$ cat config.mk
export PLATFORM = sky130hd
export DESIGN_NAME = holdover_freq_ctrl
export DESIGN_NICKNAME = d
export VERILOG_FILES = /design/src/rtl/hfc_pkg.sv /design/src/rtl/hfc_snap_hist.sv /design/src/rtl/hfc_avg.sv /design/src/rtl/hfc_ready_latch.sv /design/src/rtl/holdover_freq_ctrl.sv
export SDC_FILE = /design/constraint.sdc
export NUM_CORES = 1
export LEC_CHECK = 0
export BUFFER_PORTS_ARGS = -buffer_cell sky130_fd_sc_hd__buf_2
export CORE_ASPECT_RATIO = 0.8
export CORE_MARGIN = 5
export CORE_UTILIZATION = 35
export CTS_BUF_LIST = sky130_fd_sc_hd__clkbuf_16
export CTS_CLUSTER_DIAMETER = 30
export CTS_CLUSTER_SIZE = 40
export DETAILED_ROUTE_END_ITERATION = 6
export PLACE_DENSITY_LB_ADDON = 0.25
export SYNTH_ARGS = -nofsm -noshare
export SYNTH_HDL_FRONTEND = slang
export SYNTH_SLANG_ARGS = --single-unit
$ cat constraint.sdc
create_clock -name clk_i -period 10.3 [get_ports clk_i]
set_input_delay 2.06 -clock clk_i [delete_from_list [all_inputs] [get_ports clk_i]]
set_output_delay 2.06 -clock clk_i [all_outputs]
set_load 0.005 [all_outputs]
$ cat src/rtl/hfc_pkg.sv
package hfc_pkg;
  typedef enum logic {
    SRC_SNAP = 1'b0,
    SRC_AVG  = 1'b1
  } hold_src_e;

  function automatic int unsigned cnt_width(input int unsigned n);
    return (n > 1) ? $clog2(n) : 1;
  endfunction
endpackage

$ cat src/rtl/hfc_snap_hist.sv
module hfc_snap_hist #(
  parameter int unsigned FREQ_W     = 32,
  parameter int unsigned SNAP_TICKS = 50,
  parameter int unsigned HIST_DEPTH = 2
) (
  input  logic              clk_i,
  input  logic              rst_ni,
  input  logic              tick_i,
  input  logic              capture_en_i,
  input  logic [FREQ_W-1:0] freq_i,
  output logic              boundary_o,
  output logic [FREQ_W-1:0] oldest_o
);
  localparam int unsigned DIV_W = hfc_pkg::cnt_width(SNAP_TICKS);
  localparam logic [DIV_W-1:0] DIV_LAST = DIV_W'(SNAP_TICKS - 1);

  logic [DIV_W-1:0]  div_q;
  logic [FREQ_W-1:0] hist_q [HIST_DEPTH];
  logic              load;

  assign boundary_o = tick_i && (div_q == DIV_LAST);
  assign load       = boundary_o && capture_en_i;

  always_ff @(posedge clk_i or negedge rst_ni) begin
    if (!rst_ni)     div_q <= '0;
    else if (tick_i) div_q <= boundary_o ? '0 : div_q + 1'b1;
  end

  for (genvar g = 0; g < HIST_DEPTH; g++) begin : g_hist
    always_ff @(posedge clk_i or negedge rst_ni) begin
      if (!rst_ni)   hist_q[g] <= '0;
      else if (load) hist_q[g] <= (g == 0) ? freq_i : hist_q[(g == 0) ? 0 : g-1];
    end
    if (g > 0) begin : g_chk
      // history shifts on every enabled boundary
      p_hist_shift_r1: assert property (@(posedge clk_i) disable iff (!rst_ni)
        load |=> hist_q[g] == $past(hist_q[g-1]));
    end
  end

  assign oldest_o = hist_q[HIST_DEPTH-1];

  p_div_range_r1: assert property (@(posedge clk_i) disable iff (!rst_ni)
    div_q <= DIV_LAST);
  p_hist_hold_r9: assert property (@(posedge clk_i) disable iff (!rst_ni)
    !load |=> $stable(hist_q[0]));
endmodule

$ cat src/rtl/hfc_avg.sv
module hfc_avg #(
  parameter int unsigned FREQ_W    = 32,
  parameter int unsigned AVG_SNAPS = 20,
  parameter int unsigned AVG_FRAC  = 16
) (
  input  logic              clk_i,
  input  logic              rst_ni,
  input  logic              boundary_i,
  input  logic              en_i,
  input  logic              locked_i,
  input  logic [FREQ_W-1:0] freq_i,
  output logic [FREQ_W-1:0] avg_o,
  output logic              ready_o
);
  localparam int unsigned ACC_W   = FREQ_W + hfc_pkg::cnt_width(AVG_SNAPS + 1);
  localparam int unsigned CNT_W   = hfc_pkg::cnt_width(AVG_SNAPS);
  localparam int unsigned RECIP   = (1 << AVG_FRAC) / AVG_SNAPS;
  localparam int unsigned RECIP_W = AVG_FRAC + 1;
  localparam int unsigned PROD_W  = ACC_W + RECIP_W;
  localparam logic [CNT_W-1:0] CNT_LAST = CNT_W'(AVG_SNAPS - 1);

  logic [ACC_W-1:0]  acc_q, acc_sum;
  logic [CNT_W-1:0]  cnt_q;
  logic [PROD_W-1:0] prod;
  logic [FREQ_W-1:0] avg_q;
  logic              ready_q, take, window_done;

  assign take        = boundary_i && en_i;
  assign window_done = take && (cnt_q == CNT_LAST);
  assign acc_sum     = acc_q + ACC_W'(freq_i);
  assign prod        = PROD_W'(acc_sum) * PROD_W'(RECIP);

  always_ff @(posedge clk_i or negedge rst_ni) begin
    if (!rst_ni) begin
      acc_q   <= '0;
      cnt_q   <= '0;
      avg_q   <= '0;
      ready_q <= 1'b0;
    end else if (!locked_i) begin
      acc_q <= '0;
      cnt_q <= '0;
    end else if (window_done) begin
      acc_q   <= '0;
      cnt_q   <= '0;
      avg_q   <= prod[AVG_FRAC +: FREQ_W];
      ready_q <= 1'b1;
    end else if (take) begin
      acc_q <= acc_sum;
      cnt_q <= cnt_q + 1'b1;
    end
  end

  assign avg_o   = avg_q;
  assign ready_o = ready_q;

  p_cnt_range_r3: assert property (@(posedge clk_i) disable iff (!rst_ni)
    cnt_q <= CNT_LAST);
  p_acc_clear_r10: assert property (@(posedge clk_i) disable iff (!rst_ni)
    !locked_i |=> (acc_q == '0) && (cnt_q == '0));
  p_ready_sticky_r3: assert property (@(posedge clk_i) disable iff (!rst_ni)
    ready_q |=> ready_q);
  p_avg_pause_r9: assert property (@(posedge clk_i) disable iff (!rst_ni)
    !en_i |=> $stable(avg_q));
endmodule

$ cat src/rtl/hfc_ready_latch.sv
module hfc_ready_latch (
  input  logic clk_i,
  input  logic rst_ni,
  input  logic rt_i,
  input  logic clr_i,
  output logic lat_o
);
  logic rt_d, lat_q, rise;

  assign rise = rt_i && !rt_d;

  always_ff @(posedge clk_i or negedge rst_ni) begin
    if (!rst_ni) begin
      rt_d  <= 1'b0;
      lat_q <= 1'b0;
    end else begin
      rt_d <= rt_i;
      if (rise)       lat_q <= 1'b1;
      else if (clr_i) lat_q <= 1'b0;
    end
  end

  assign lat_o = lat_q;

  p_set_wins_r11: assert property (@(posedge clk_i) disable iff (!rst_ni)
    rise |=> lat_q);
  p_clear_r11: assert property (@(posedge clk_i) disable iff (!rst_ni)
    (clr_i && !rise) |=> !lat_q);
endmodule

$ cat src/rtl/holdover_freq_ctrl.sv
module holdover_freq_ctrl #(
  parameter int unsigned FREQ_W     = 32,
  parameter int unsigned SNAP_TICKS = 50,
  parameter int unsigned AVG_SNAPS  = 20,
  parameter int unsigned AVG_FRAC   = 16
) (
  input  logic              clk_i,
  input  logic              rst_ni,
  input  logic [FREQ_W-1:0] integ_freq_i,
  input  logic              ms_tick_i,
  input  logic              locked_i,
  input  logic              ref_fail_i,
  input  logic              ref_active_i,
  input  logic              holdover_req_i,
  input  logic              free_run_i,
  input  logic              avg_mode_i,
  input  logic [FREQ_W-1:0] mclk_offset_i,
  input  logic              ready_clr_i,
  output logic [FREQ_W-1:0] hold_freq_o,
  output logic              hold_ready_o,
  output logic              hold_ready_lat_o,
  output logic              mini_hold_o
);
  import hfc_pkg::*;

  localparam int unsigned HIST_DEPTH = 2;

  logic              mini_q, mini_d, full_q, hold_q, hold_d;
  logic              boundary, upd_en, freeze, avg_ready;
  logic [FREQ_W-1:0] old_snap, avg_val, frozen_q;
  hold_src_e         src;

  assign upd_en = locked_i && !hold_q;

  hfc_snap_hist #(
    .FREQ_W(FREQ_W), .SNAP_TICKS(SNAP_TICKS), .HIST_DEPTH(HIST_DEPTH)
  ) i_hist (
    .clk_i, .rst_ni,
    .tick_i      (ms_tick_i),
    .capture_en_i(upd_en),
    .freq_i      (integ_freq_i),
    .boundary_o  (boundary),
    .oldest_o    (old_snap)
  );

  hfc_avg #(
    .FREQ_W(FREQ_W), .AVG_SNAPS(AVG_SNAPS), .AVG_FRAC(AVG_FRAC)
  ) i_avg (
    .clk_i, .rst_ni,
    .boundary_i(boundary),
    .en_i      (upd_en),
    .locked_i  (locked_i),
    .freq_i    (integ_freq_i),
    .avg_o     (avg_val),
    .ready_o   (avg_ready)
  );

  hfc_ready_latch i_lat (
    .clk_i, .rst_ni,
    .rt_i (avg_ready),
    .clr_i(ready_clr_i),
    .lat_o(hold_ready_lat_o)
  );

  always_comb begin
    if (holdover_req_i || ref_active_i) mini_d = 1'b0;
    else if (ref_fail_i)                mini_d = 1'b1;
    else                                mini_d = mini_q;
  end

  assign hold_d = holdover_req_i || mini_d;
  // re-select on any hold entry and on promotion to full holdover
  assign freeze = (hold_d && !hold_q) || (holdover_req_i && !full_q);
  assign src    = (holdover_req_i && avg_mode_i && avg_ready) ? SRC_AVG : SRC_SNAP;

  always_ff @(posedge clk_i or negedge rst_ni) begin
    if (!rst_ni) begin
      mini_q   <= 1'b0;
      full_q   <= 1'b0;
      hold_q   <= 1'b0;
      frozen_q <= '0;
    end else begin
      mini_q <= mini_d;
      full_q <= holdover_req_i;
      hold_q <= hold_d;
      if (freeze) frozen_q <= (src == SRC_AVG) ? avg_val : old_snap;
    end
  end

  assign hold_freq_o  = free_run_i ? mclk_offset_i : frozen_q;
  assign hold_ready_o = avg_ready;
  assign mini_hold_o  = mini_q;

  p_mini_enter_r6: assert property (@(posedge clk_i) disable iff (!rst_ni)
    (ref_fail_i && !ref_active_i && !holdover_req_i) |=> mini_hold_o);
  p_mini_exit_r7: assert property (@(posedge clk_i) disable iff (!rst_ni)
    (ref_active_i || holdover_req_i) |=> !mini_hold_o);
  p_frozen_r9: assert property (@(posedge clk_i) disable iff (!rst_ni)
    (hold_q && full_q == holdover_req_i && hold_d) |=> $stable(frozen_q));
  p_freerun_r5: assert property (@(posedge clk_i) disable iff (!rst_ni)
    free_run_i |-> (hold_freq_o == mclk_offset_i));
endmodule

# Word-level counts from Yosys, hierarchy flattened
# Cells that the tools add are included.
word_totals:
  regBits: 182
  inputBits: 74
  out_inout_bits: 35
  elab_cells: 51
classes:
  n_addsub: 3
  multipliers: 1
  n_eq_ne: 3
  mux: 14
  reduce_logical: 17
ops:
  columns: ["cell", "n"]
  rows:
  - ["37-bit 2-to-1 mux", 3]
  - ["32-bit 2-to-1 mux", 2]
  - ["37-bit by 10-bit multiplier with 46-bit output, second input constant", 1]
  - ["37-bit by 32-bit adder with 37-bit output", 1]
  - ["5-bit 2-to-1 mux", 3]
  - ["1-bit logical AND", 9]
  - ["6-bit by 1-bit adder with 6-bit output, second input constant", 1]
  - ["6-bit == test, second input constant", 1]
  - ["6-bit 2-to-1 mux", 1]
  - ["5-bit by 1-bit adder with 5-bit output, second input constant", 1]
  - ["5-bit == test, second input constant", 1]
  - ["1-bit 2-to-1 mux", 5]
  - ["1-bit logical NOT", 3]
  - ["1-bit logical OR", 3]
  - ["3-bit by 1-bit != test with 1-bit output, second input constant", 1]
  - ["2-bit AND reduction", 1]
  - ["2-bit nonzero test", 1]

# Depth between registers and ports, before layout
# Gate-level depths: netlist of run 1.
depth:
  ltp_word: 6
  depth_mapped: 30
  depth_no_buf: 30

# By module
# A second synthesis of run 1 with hierarchy kept.
unflattened:
  hier_cells: 1665
  area_unflattened_um2: 17356.6
modules_own_cells:
  columns: ["mod", "n_inst", "cells_per_inst", "area_each_um2", "seq_area_each_um2"]
  rows:
  - ["hfc_avg", 1, 1312, 11842.6, 1876.8]
  - ["hfc_snap_hist", 1, 200, 3254.4, 1751.7]
  - ["holdover_freq_ctrl", 1, 148, 2189.6, 875.8]
  - ["hfc_ready_latch", 1, 5, 70.1, 50.0]

# Least setup slack after synthesis of run 1
# No wires, ideal clock.
synth_timing:
  kind: "input-to-reg"
  startpoint: "in integ_freq_i[0]"
  endpoint: "reg i_avg.avg_q[30] (netlist: i_avg.avg_o[30])"
  setup_ns: 0.133
  arrival_ns: 8.765
  t_required_ns: 10.167
  path_slack_ns: 1.402
  path_stages: 29
  path_cell_list: "ha_1 -> fa_1 -> a211oi_1 -> o21bai_1 -> a21oi_1 -> o21bai_1 -> a21oi_1 -> o21ai_0 -> xor2_1 -> ha_1 -> inv_1 -> fa_1 -> fa_1 -> inv_1 -> fa_1 -> inv_1 -> fa_1 -> inv_1 -> ha_1 -> clkbuf_1 -> a21oi_1 -> o21ai_0 -> a22o_1 -> a311oi_1 -> a311oi_1 -> nor2_1 -> o21ai_0 -> a211oi_1 -> o31ai_1"
synth_via:
  elab_chain_len: 2
synth_rtl:
  columns: ["element", "line", "rtl"]
  rows:
  - ["start: declaration", "holdover_freq_ctrl.sv:9", "input logic [FREQ_W-1:0] integ_freq_i,"]
  - ["37-bit by 32-bit adder with 37-bit output", "hfc_avg.sv:30", "assign acc_sum = acc_q + ACC_W'(freq_i);"]
  - ["37-bit by 10-bit multiplier with 46-bit output", "hfc_avg.sv:31", "assign prod = PROD_W'(acc_sum) * PROD_W'(RECIP);"]
  - ["end signal: assignment", "hfc_avg.sv:45", "avg_q <= prod[AVG_FRAC +: FREQ_W];"]
  - ["end: declaration", "hfc_avg.sv:25", "logic [FREQ_W-1:0] avg_q;"]
# Every way passes these cells.
# A chain may end at the register's enable or synchronous reset.

# Final worst setup path of run 1
layout_timing:
  startpoint: "in integ_freq_i[9]"
  endpoint: "reg i_avg.avg_q[25] (netlist: i_avg.avg_o[25])"
# The elaborated chain is that of the path after synthesis.

==> results.md, run 1 <==
- The remaining design rule violation count is 1.
- The maximum resistive drop on vdd is 0.000165 V.
- The remaining number of nets flagged by the antenna check after routing is 0.
- The longest clock path from root to sink contains 2 buffers.
- After technology mapping, the gate count stands at 1810.
- The floorplan die area is 0.0511 mm^2.
- At the later pin of the worst-skew pair, clock insertion delay measures 0.47 ns.
- The die span in x is 251 um.
- The via count of the first global-routing pass is 12.5k.
- Data on the critical path arrives at its endpoint at 9.64 ns.
- The first routing iteration left 854 violations.
- The number of hold buffers added after cts is 0.
- The flow ran to the end, but the final reports show violations.
- Summed over all failing endpoints, the final setup total negative slack is 0 ns.
- Input and output buffers added on the ports amount to 108.
- The overall global routing resource usage is 17.2%.
- The routed design could run at a clock period as short as 9.29 ns.
- The number of top-level pins is 109.
- The worst-path maximum fanout is 8.
- Based on the critical path, the design can be clocked at up to 108 MHz.
- From synthesis to final layout, the design area changed by 11.3%.
- The number of nets in the layout is 2262.
- On the final layout, the worst hold slack is 0.431 ns.
- The share of flip-flops with an asynchronous set or reset is 100%.
- The master cell of the clock root buffer is sky130_fd_sc_hd__clkbuf_16.
- In this run, synthesis inferred 0 flip-flops with an integrated enable.
- The number of nets in the synthesized netlist is 2183.
- The pin slew with the least headroom to its limit is 1.15 ns.
- For this configuration, the core starts out at a cell density of 35.6%.
- After detailed routing, the number of vias per cell comes to 4.96.
- The worst hold path class is reg2reg.
- Setup repair after global routing left no endpoint under its margin.
- The synthesized netlist occupies a cell area of 0.0163 mm^2.
- The worst relative slew slack is 23.4%.
- The placer's final routability congestion estimate is 0.876.
- Entering global routing, the biggest net connects 114 pins.
- The total detailed-routing wirelength is 43200 um.
- The number of endpoints with negative hold slack in the final report is 0.
- The instance area after placement is 0.0175 mm^2.
- The final non-filler cell area is 0.0182 mm^2.
- The first global-routing pass estimated 69800 um of wire.
- The critical path in this run is classified as in2reg.
- Dividing total power by cell area gives a power density of 212 mW/mm^2.
- The data required time of the critical path is 10.65 ns.
- During synthesis, Yosys emitted a total of 0 warnings.
- The number of buffers created by CTS is 17.
- The clock tree from TritonCTS is built.
- The final antenna diode count is 0.
- The floorplan die height is 203 um.
- The post-synthesis average cell area is 9.02 um^2.
- The first detailed-routing pass ran for 7 iterations.
- The detailed placement HPWL is 35100 um.
- Gates resized during post-CTS repair numbered 0.
- The number of different library cells in the post-synthesis netlist is 61.
- Leaving out filler cells and counting taps, the final layout contains 2514.
- Summed over all layers, the global routing overflow is 0.
- The H-tree was split into 4 levels.
- The average wire per cell in the routed design is 17.2 um.
- The number of placed instances, taps included is 2482.
- The worst-case clock skew is 0.00960 ns.
- In this run the static leakage power is 9.76 nW.
- The final route contains 12.5k vias.
- The sequential cell area fraction in the yosys report is 27.9%.
- The worst setup path is captured at a register.
- Clock tree synthesis found a total of 182 sinks.
- The number of antenna violations at the first check in global routing is 0.
- The number of max-cap violations is 0.
- The setup-violating endpoint count in the final report is 0.
- The proportion of layout cells with a drive suffix above 1 is 10.9%.
- Clock-pin slew was measured on the worst setup and hold paths at 0.07 ns.
- In this run the post-CTS setup repair buffer count came out at 0.
- The share of the clock period used by the worst path after layout is 90.2%.
- The flip-flop and latch count after synthesis is 182.
- The most common flop cell mapped by yosys is sky130_fd_sc_hd__dfrtp_1.
- STA classifies the critical path startpoint as a primary input.
- The number of rows created at floorplan is 70.
- The final reports fail on DRC.
- Measured on the finished design, the core utilization comes to 39.6%.
- The core region is 0.0459 mm^2.
- The final max-slew violation count is 0.
worst max-delay path, cell delays in order:
cell	delay, ns
sky130_fd_sc_hd__buf_2	0.12
sky130_fd_sc_hd__ha_1	0.36
sky130_fd_sc_hd__nand2_1	0.11
sky130_fd_sc_hd__or3_1	0.42
sky130_fd_sc_hd__or4b_4	0.55
sky130_fd_sc_hd__a2111oi_2	0.43
sky130_fd_sc_hd__nor3_1	0.20
sky130_fd_sc_hd__xnor2_2	0.50
sky130_fd_sc_hd__ha_1	0.37
sky130_fd_sc_hd__xor2_1	0.16
sky130_fd_sc_hd__ha_1	0.31
sky130_fd_sc_hd__fa_1	0.51
sky130_fd_sc_hd__fa_1	0.55
sky130_fd_sc_hd__inv_1	0.05
sky130_fd_sc_hd__fa_1	0.51
sky130_fd_sc_hd__inv_1	0.05
sky130_fd_sc_hd__ha_1	0.43
sky130_fd_sc_hd__nand2_1	0.16
sky130_fd_sc_hd__nor2_1	0.18
sky130_fd_sc_hd__o21ai_0	0.11
sky130_fd_sc_hd__a21oi_1	0.20
sky130_fd_sc_hd__nor3_1	0.09
sky130_fd_sc_hd__and3b_1	0.19
sky130_fd_sc_hd__o41ai_1	0.52
sky130_fd_sc_hd__a2111oi_0	0.21
sky130_fd_sc_hd__a221o_1	0.29
flip-flops by register name, summed over array words and instances, names as in the netlist:
name and cells:
i_avg.avg_o 32, hold_q 1, i_avg.cnt_q 5, i_lat.rt_d 1
i_avg.ready_o 1, mini_hold_o 1, i_hist.oldest_o 32, i_avg.acc_q 37
full_q 1, i_hist.hist_q 32, frozen_q 32, i_lat.lat_o 1
i_hist.div_q 6
path summary, 6_finish.rpt:
| kind | slack (ns) | start | end | cells past startpoint |
|---|---|---|---|---|
| worst max register to register | 2.33 | i_avg.acc_q[9]$_DFFE_PN0P_ | i_avg.avg_o[25]$_DFFE_PN0P_ | 25 |
| min in group asynchronous | 1.68 | rst_ni | i_hist.div_q[3]$_DFFE_PN0P_ | 1 |
| worst min register to register | 0.43 | i_lat.rt_d$_DFF_PN0_ | i_lat.lat_o$_DFFE_PN0P_ | 1 |
| max in group asynchronous | 7.08 | rst_ni | i_avg.acc_q[11]$_DFFE_PN0P_ | 2 |
| worst max-delay path | 1.01 | integ_freq_i[9] | i_avg.avg_o[25]$_DFFE_PN0P_ | 26 |
| worst min-delay path | 0.43 | i_lat.rt_d$_DFF_PN0_ | i_lat.lat_o$_DFFE_PN0P_ | 1 |
cell type report:
cell class	instances	area [um^2]
Clock buffer	17	425
Clock inverter	15	218
Fill cell	4621	27700
Inverter	254	953
Multi-Input combinational cell	1312	10600
Sequential cell	182	4550
Tap cell	612	766
Timing Repair Buffer	122	654
cells by family (layout without fill, tap and decap cells):
kind of cell | count (synthesis) | after routing | synth area share [%]
multiplexers | 70 | 70 | 4.56
flip-flops | 182 | 182 | 27.9
AO/OA/AOI/OAI | 353 | 353 | 13.7
buffers and inverters | 316 | 408 | 7.26
AND/OR/NAND/NOR | 497 | 497 | 13.1
adder cells (fa/ha/maj) | 299 | 299 | 28.4
XOR/XNOR | 93 | 93 | 5.08
cell usage in the layout (no fill, tap or decap), types with 9 or more instances in the layout:
cell,instances
sky130_fd_sc_hd__a21o_1,47
sky130_fd_sc_hd__a21oi_1,81
sky130_fd_sc_hd__a22o_1,22
sky130_fd_sc_hd__a31oi_1,10
sky130_fd_sc_hd__buf_2,107
sky130_fd_sc_hd__buf_4,14
sky130_fd_sc_hd__clkbuf_16,17
sky130_fd_sc_hd__dfrtp_1,182
sky130_fd_sc_hd__fa_1,119
sky130_fd_sc_hd__ha_1,180
sky130_fd_sc_hd__inv_1,254
sky130_fd_sc_hd__mux2_2,35
sky130_fd_sc_hd__mux2i_1,35
sky130_fd_sc_hd__nand2_1,324
sky130_fd_sc_hd__nand2b_1,11
sky130_fd_sc_hd__nand3_1,26
sky130_fd_sc_hd__nand4_1,17
sky130_fd_sc_hd__nor2_1,53
sky130_fd_sc_hd__nor3_1,15
sky130_fd_sc_hd__o21ai_0,112
sky130_fd_sc_hd__o21bai_1,14
sky130_fd_sc_hd__o31ai_1,9
sky130_fd_sc_hd__xnor2_1,50
sky130_fd_sc_hd__xor2_1,41
cell usage after synthesis, drive strengths merged, types with 17 or more instances:
master  number  area, um^2
nand3       27         135
a21oi       81         405
mux2i       35         350
a22o        22         193
a21o        47         353
o21ai      113         569
mux2        35         394
xor2        42         375
clkbuf      54         203
ha         180        2250
xnor2       51         454
nand4       17         106
inv        254         953
nor2        54         203
dfrtp      182        4550
nand2      326        1220
fa         119        2380
report_power, final:
part | switching, mW | internal (mW) | leakage (nW)
Clock | 0.322 | 0.414 | 0.314
Combinational | 1.42 | 0.960 | 6.93
Sequential | 0.0146 | 0.730 | 2.52
Total | 1.76 | 2.10 | 9.76
through the flow:
step           power [mW]  setup slack (ns)
5_1_grt              4.24             0.499
2_1_floorplan        2.51              1.40
6_report             3.86              1.01
3_5_place_dp         3.13             0.527
3_3_place_gp         3.11             0.607
4_1_cts              3.88              1.04
per-layer routing:
layer,routed length (um),GRT usage [%],up-vias,share of wire [%]
met4,489,3.39,0,1.1
met5,0,0,-,0
li1,-,-,6176,-
met2,17400,24.2,286,40
met3,2420,2.98,28,5.6
met1,22900,27.5,5972,53
No activity file was read; power rests on OpenSTA's default activity.
==> inputs of run 2 (changes only) <==
--- a/config.mk
+++ b/config.mk
@@ -7,13 +7,13 @@
 export LEC_CHECK = 0
 export BUFFER_PORTS_ARGS = -buffer_cell sky130_fd_sc_hd__buf_2
 export CORE_ASPECT_RATIO = 0.8
-export CORE_MARGIN = 5
 export CORE_UTILIZATION = 35
 export CTS_BUF_LIST = sky130_fd_sc_hd__clkbuf_16
 export CTS_CLUSTER_DIAMETER = 30
 export CTS_CLUSTER_SIZE = 40
 export DETAILED_ROUTE_END_ITERATION = 6
 export PLACE_DENSITY_LB_ADDON = 0.25
+export RECOVER_POWER = 50
 export SYNTH_ARGS = -nofsm -noshare
 export SYNTH_HDL_FRONTEND = slang
 export SYNTH_SLANG_ARGS = --single-unit
==> results.md, run 2 (synthesis gave the netlist of run 1 again) <==
- The placer's final routability congestion estimate is 0.929.
- The worst pin sits at a relative slew slack of -329%.
- The worst-case clock skew is 0.0174 ns.
- The number of hold buffers added after cts is 0.
- In this run the worst path has a maximum fanout of 8.
- The number of gates resized after CTS was 0.
- The number of endpoints with negative hold slack in the final report is 0.
- The smallest clock period supported by the final layout is computed as 9.39 ns.
- The detailed-routing iteration count for the pre-antenna-repair pass is 5.
- Counting instances, the worst hold path has a depth of 1.
- The end of the worst register-to-register path is i_avg.avg_o[25]$_DFFE_PN0P_.
- The placeable core region is 0.0459 mm^2.
- The count of buffers from port buffering is 108.
- The average wire per cell in the routed design is 17.6 um.
- The net count of the finished layout is 2264.
- The startpoint type of the worst setup path is a primary input.
- The maximum resistive drop on vdd is 0.000163 V.
- The wire-length estimate of the detail-placed layout is 35200 um.
- Leaving out fill and tap cells, the most frequent cell in the layout is sky130_fd_sc_hd__nand2_1.
- Setup repair after global routing left no endpoint under its margin.
- The endpoint arrival time on the critical path is 9.73 ns.
- The latest clock arrival within the worst-skew pair is 0.46 ns.
- The checks that failed: capacitance limit, slew limit.
- Counting buffers and inverters, the worst setup path is 28 cells deep.
- Max-cap violations in this run came to 3.
- Row generation in the floorplan step produced 70 rows.
- The detailed-route vias per instance is 4.98.
- The fill cell instance count of the final layout is 4650.
- The most used routing layer is met1.
- Leaving out fill and tap cells, the most frequent cells in the layout are 324 x sky130_fd_sc_hd__nand2_1, 255 x sky130_fd_sc_hd__inv_1, 182 x sky130_fd_sc_hd__dfrtp_1.
- The number of setup buffers added after CTS is 0.
- The final route contains 12.5k vias.
- The via count of the first global-routing pass came to 12.4k.
- The first global-routing pass estimated 69900 um of wire.
- The area added between synthesis and finish is 11.0%.
- The die span in x is 243 um.
- The first routing iteration left 942 violations.
- Setup violations remaining at the end of the flow were counted as 0.
- After detailed routing, the number of remaining DRC violations is 0.
- The critical path is of the in2reg type.
- The effective utilization at floorplan is 35.6%.
- In the final layout, the share of cells above drive strength 1 is 10.7%.
- For this design the top-level I/O count stands at 109.
- The source of the worst hold timing path is i_lat.rt_d$_DFF_PN0_.
- The worst setup path is captured at a register.
- The met2 global-route usage is 26.3%.
- The flip-flop count of the largest register, all copies and words added is 37.
- No sink is reached through more buffers than the 2 on the longest clock path.
- The most critical setup path has its startpoint at integ_freq_i[9].
- Global routing consumed, over all layers together, 18.8% of the routing resources.
- The run finished, with violations left.
- The reg-to-reg startpoint is i_avg.acc_q[9]$_DFFE_PN0P_.
- The critical path's top delay family is adder cells.
- The floorplan die area is 0.0475 mm^2.
- The die is 195 um tall.
- The leakage power total is 9.72 nW.
- The met1 usage in global routing is 30.2%.
- The total chip power is 3.84 mW.
- The routing usage on met3 is 2.80%.
- The total detailed-routing wirelength is 44200 um.
- The critical path ends at i_avg.avg_o[25]$_DFFE_PN0P_.
- In this design, the critical path's most frequently occurring cell is sky130_fd_sc_hd__ha_1.
- The pin slew with the least headroom to its limit is 6.43 ns.
- Static timing analysis puts the maximum clock frequency at 107 MHz.
- The remaining number of nets flagged by the antenna check after routing is 0.
- The number of buffers created by CTS is 17.
- CTS saw 182 sinks.
- The areal power density over the cells is 212 mW/mm^2.
- The cell sitting at the root of the clock tree is a sky130_fd_sc_hd__clkbuf_16.
- The register with the highest flop count is i_avg.acc_q.
- In this design, the stage delay of the slowest critical-path cell is 0.57 ns.
- The slowest stage of the critical path belongs to the cell sky130_fd_sc_hd__fa_1.
- The clock tree synthesis step divided the H-tree into 4 levels.
- After routing, the total negative slack on setup checks comes to 0 ns.
- Across all register-to-register paths, the minimum setup slack is 2.20 ns.
- TritonCTS built the clock tree.
- The final max-slew violation count is 218.
- The worst path uses 91.1% of the clock period.
- The clock-pin slew on the worst setup and hold paths is 0.08 ns.
- The maximum number of pins on one net before global-route repair is 116.
- The total overflow reported by the global router is 0.
- Together, buffers and inverters on the worst path number 4.
- The depth of the worst register-to-register path is 27.
- The worst hold path class is reg2reg.
- The final antenna diode count is 0.
- The number of antenna violations at the first check in global routing is 0.
- The data required time of the critical path is 10.64 ns.
-- run 2: layout make-up --
cell class	count	area, um^2	area share (%)
multi-input combinational	1312	10600	58.5
sequential	182	4550	25.1
inverter	254	953	5.26
clock inverter	15	169	0.932
tap	612	766	4.22
clock buffer	17	425	2.35
timing repair buffer	124	653	3.60
-- run 2: worst min-delay path by stage --
stage | slack, ns | to
floorplan | 0.41 | i_lat.lat_o$_DFFE_PN0P_
global placement | 0.41 | i_lat.lat_o$_DFFE_PN0P_
detailed placement | 0.42 | i_lat.lat_o$_DFFE_PN0P_
CTS | 0.43 | i_lat.lat_o$_DFFE_PN0P_
global route | 0.44 | i_lat.lat_o$_DFFE_PN0P_
finish | 0.43 | i_lat.lat_o$_DFFE_PN0P_
-- run 2: report_power, final --
group	switching [mW]	internal, mW
clock network	0.322	0.364
registers	0.0140	0.730
logic	1.44	0.961
total	1.78	2.06
-- run 2: through the flow --
stage	setup slack (ns)	cells	cell area [um^2]	hold slack (ns)	util, %
2_1_floorplan	1.40	1810	16300	0.409	-
3_3_place_gp	0.520	2484	17500	0.414	38.2
3_5_place_dp	0.483	2484	17500	0.418	38.2
4_1_cts	0.956	2516	18100	0.429	39.5
5_1_grt	0.397	2516	18100	0.444	39.5
6_report	0.913	2516	18100	0.429	39.5
-- run 2: worst reg2reg max path, stage by stage (launching register included) --
cell and delay (ns):
sky130_fd_sc_hd__dfrtp_1 0.41, sky130_fd_sc_hd__ha_1 0.39, sky130_fd_sc_hd__nand2_1 0.11, sky130_fd_sc_hd__or3_1 0.43
sky130_fd_sc_hd__or4b_4 0.56, sky130_fd_sc_hd__a2111oi_2 0.42, sky130_fd_sc_hd__nor3_1 0.08, sky130_fd_sc_hd__buf_4 0.17
sky130_fd_sc_hd__xnor2_2 0.49, sky130_fd_sc_hd__ha_1 0.38, sky130_fd_sc_hd__xor2_1 0.16, sky130_fd_sc_hd__ha_1 0.18
sky130_fd_sc_hd__a21o_1 0.17, sky130_fd_sc_hd__fa_1 0.49, sky130_fd_sc_hd__fa_1 0.57, sky130_fd_sc_hd__inv_1 0.06
sky130_fd_sc_hd__fa_1 0.51, sky130_fd_sc_hd__inv_1 0.04, sky130_fd_sc_hd__ha_1 0.41, sky130_fd_sc_hd__nand2_1 0.15
sky130_fd_sc_hd__nor2_1 0.18, sky130_fd_sc_hd__o21ai_0 0.10, sky130_fd_sc_hd__a21oi_1 0.19, sky130_fd_sc_hd__nor3_1 0.09
sky130_fd_sc_hd__and3b_1 0.20, sky130_fd_sc_hd__o41ai_1 0.53, sky130_fd_sc_hd__a2111oi_0 0.22, sky130_fd_sc_hd__a221o_1 0.29
-- run 2: per-layer routing --
metal  up-vias  routed length (um)
met2       296               17500
met1      6041               23900
met4         0                 552
li1       6167                   -
met3        33                2200
met5         -                   0
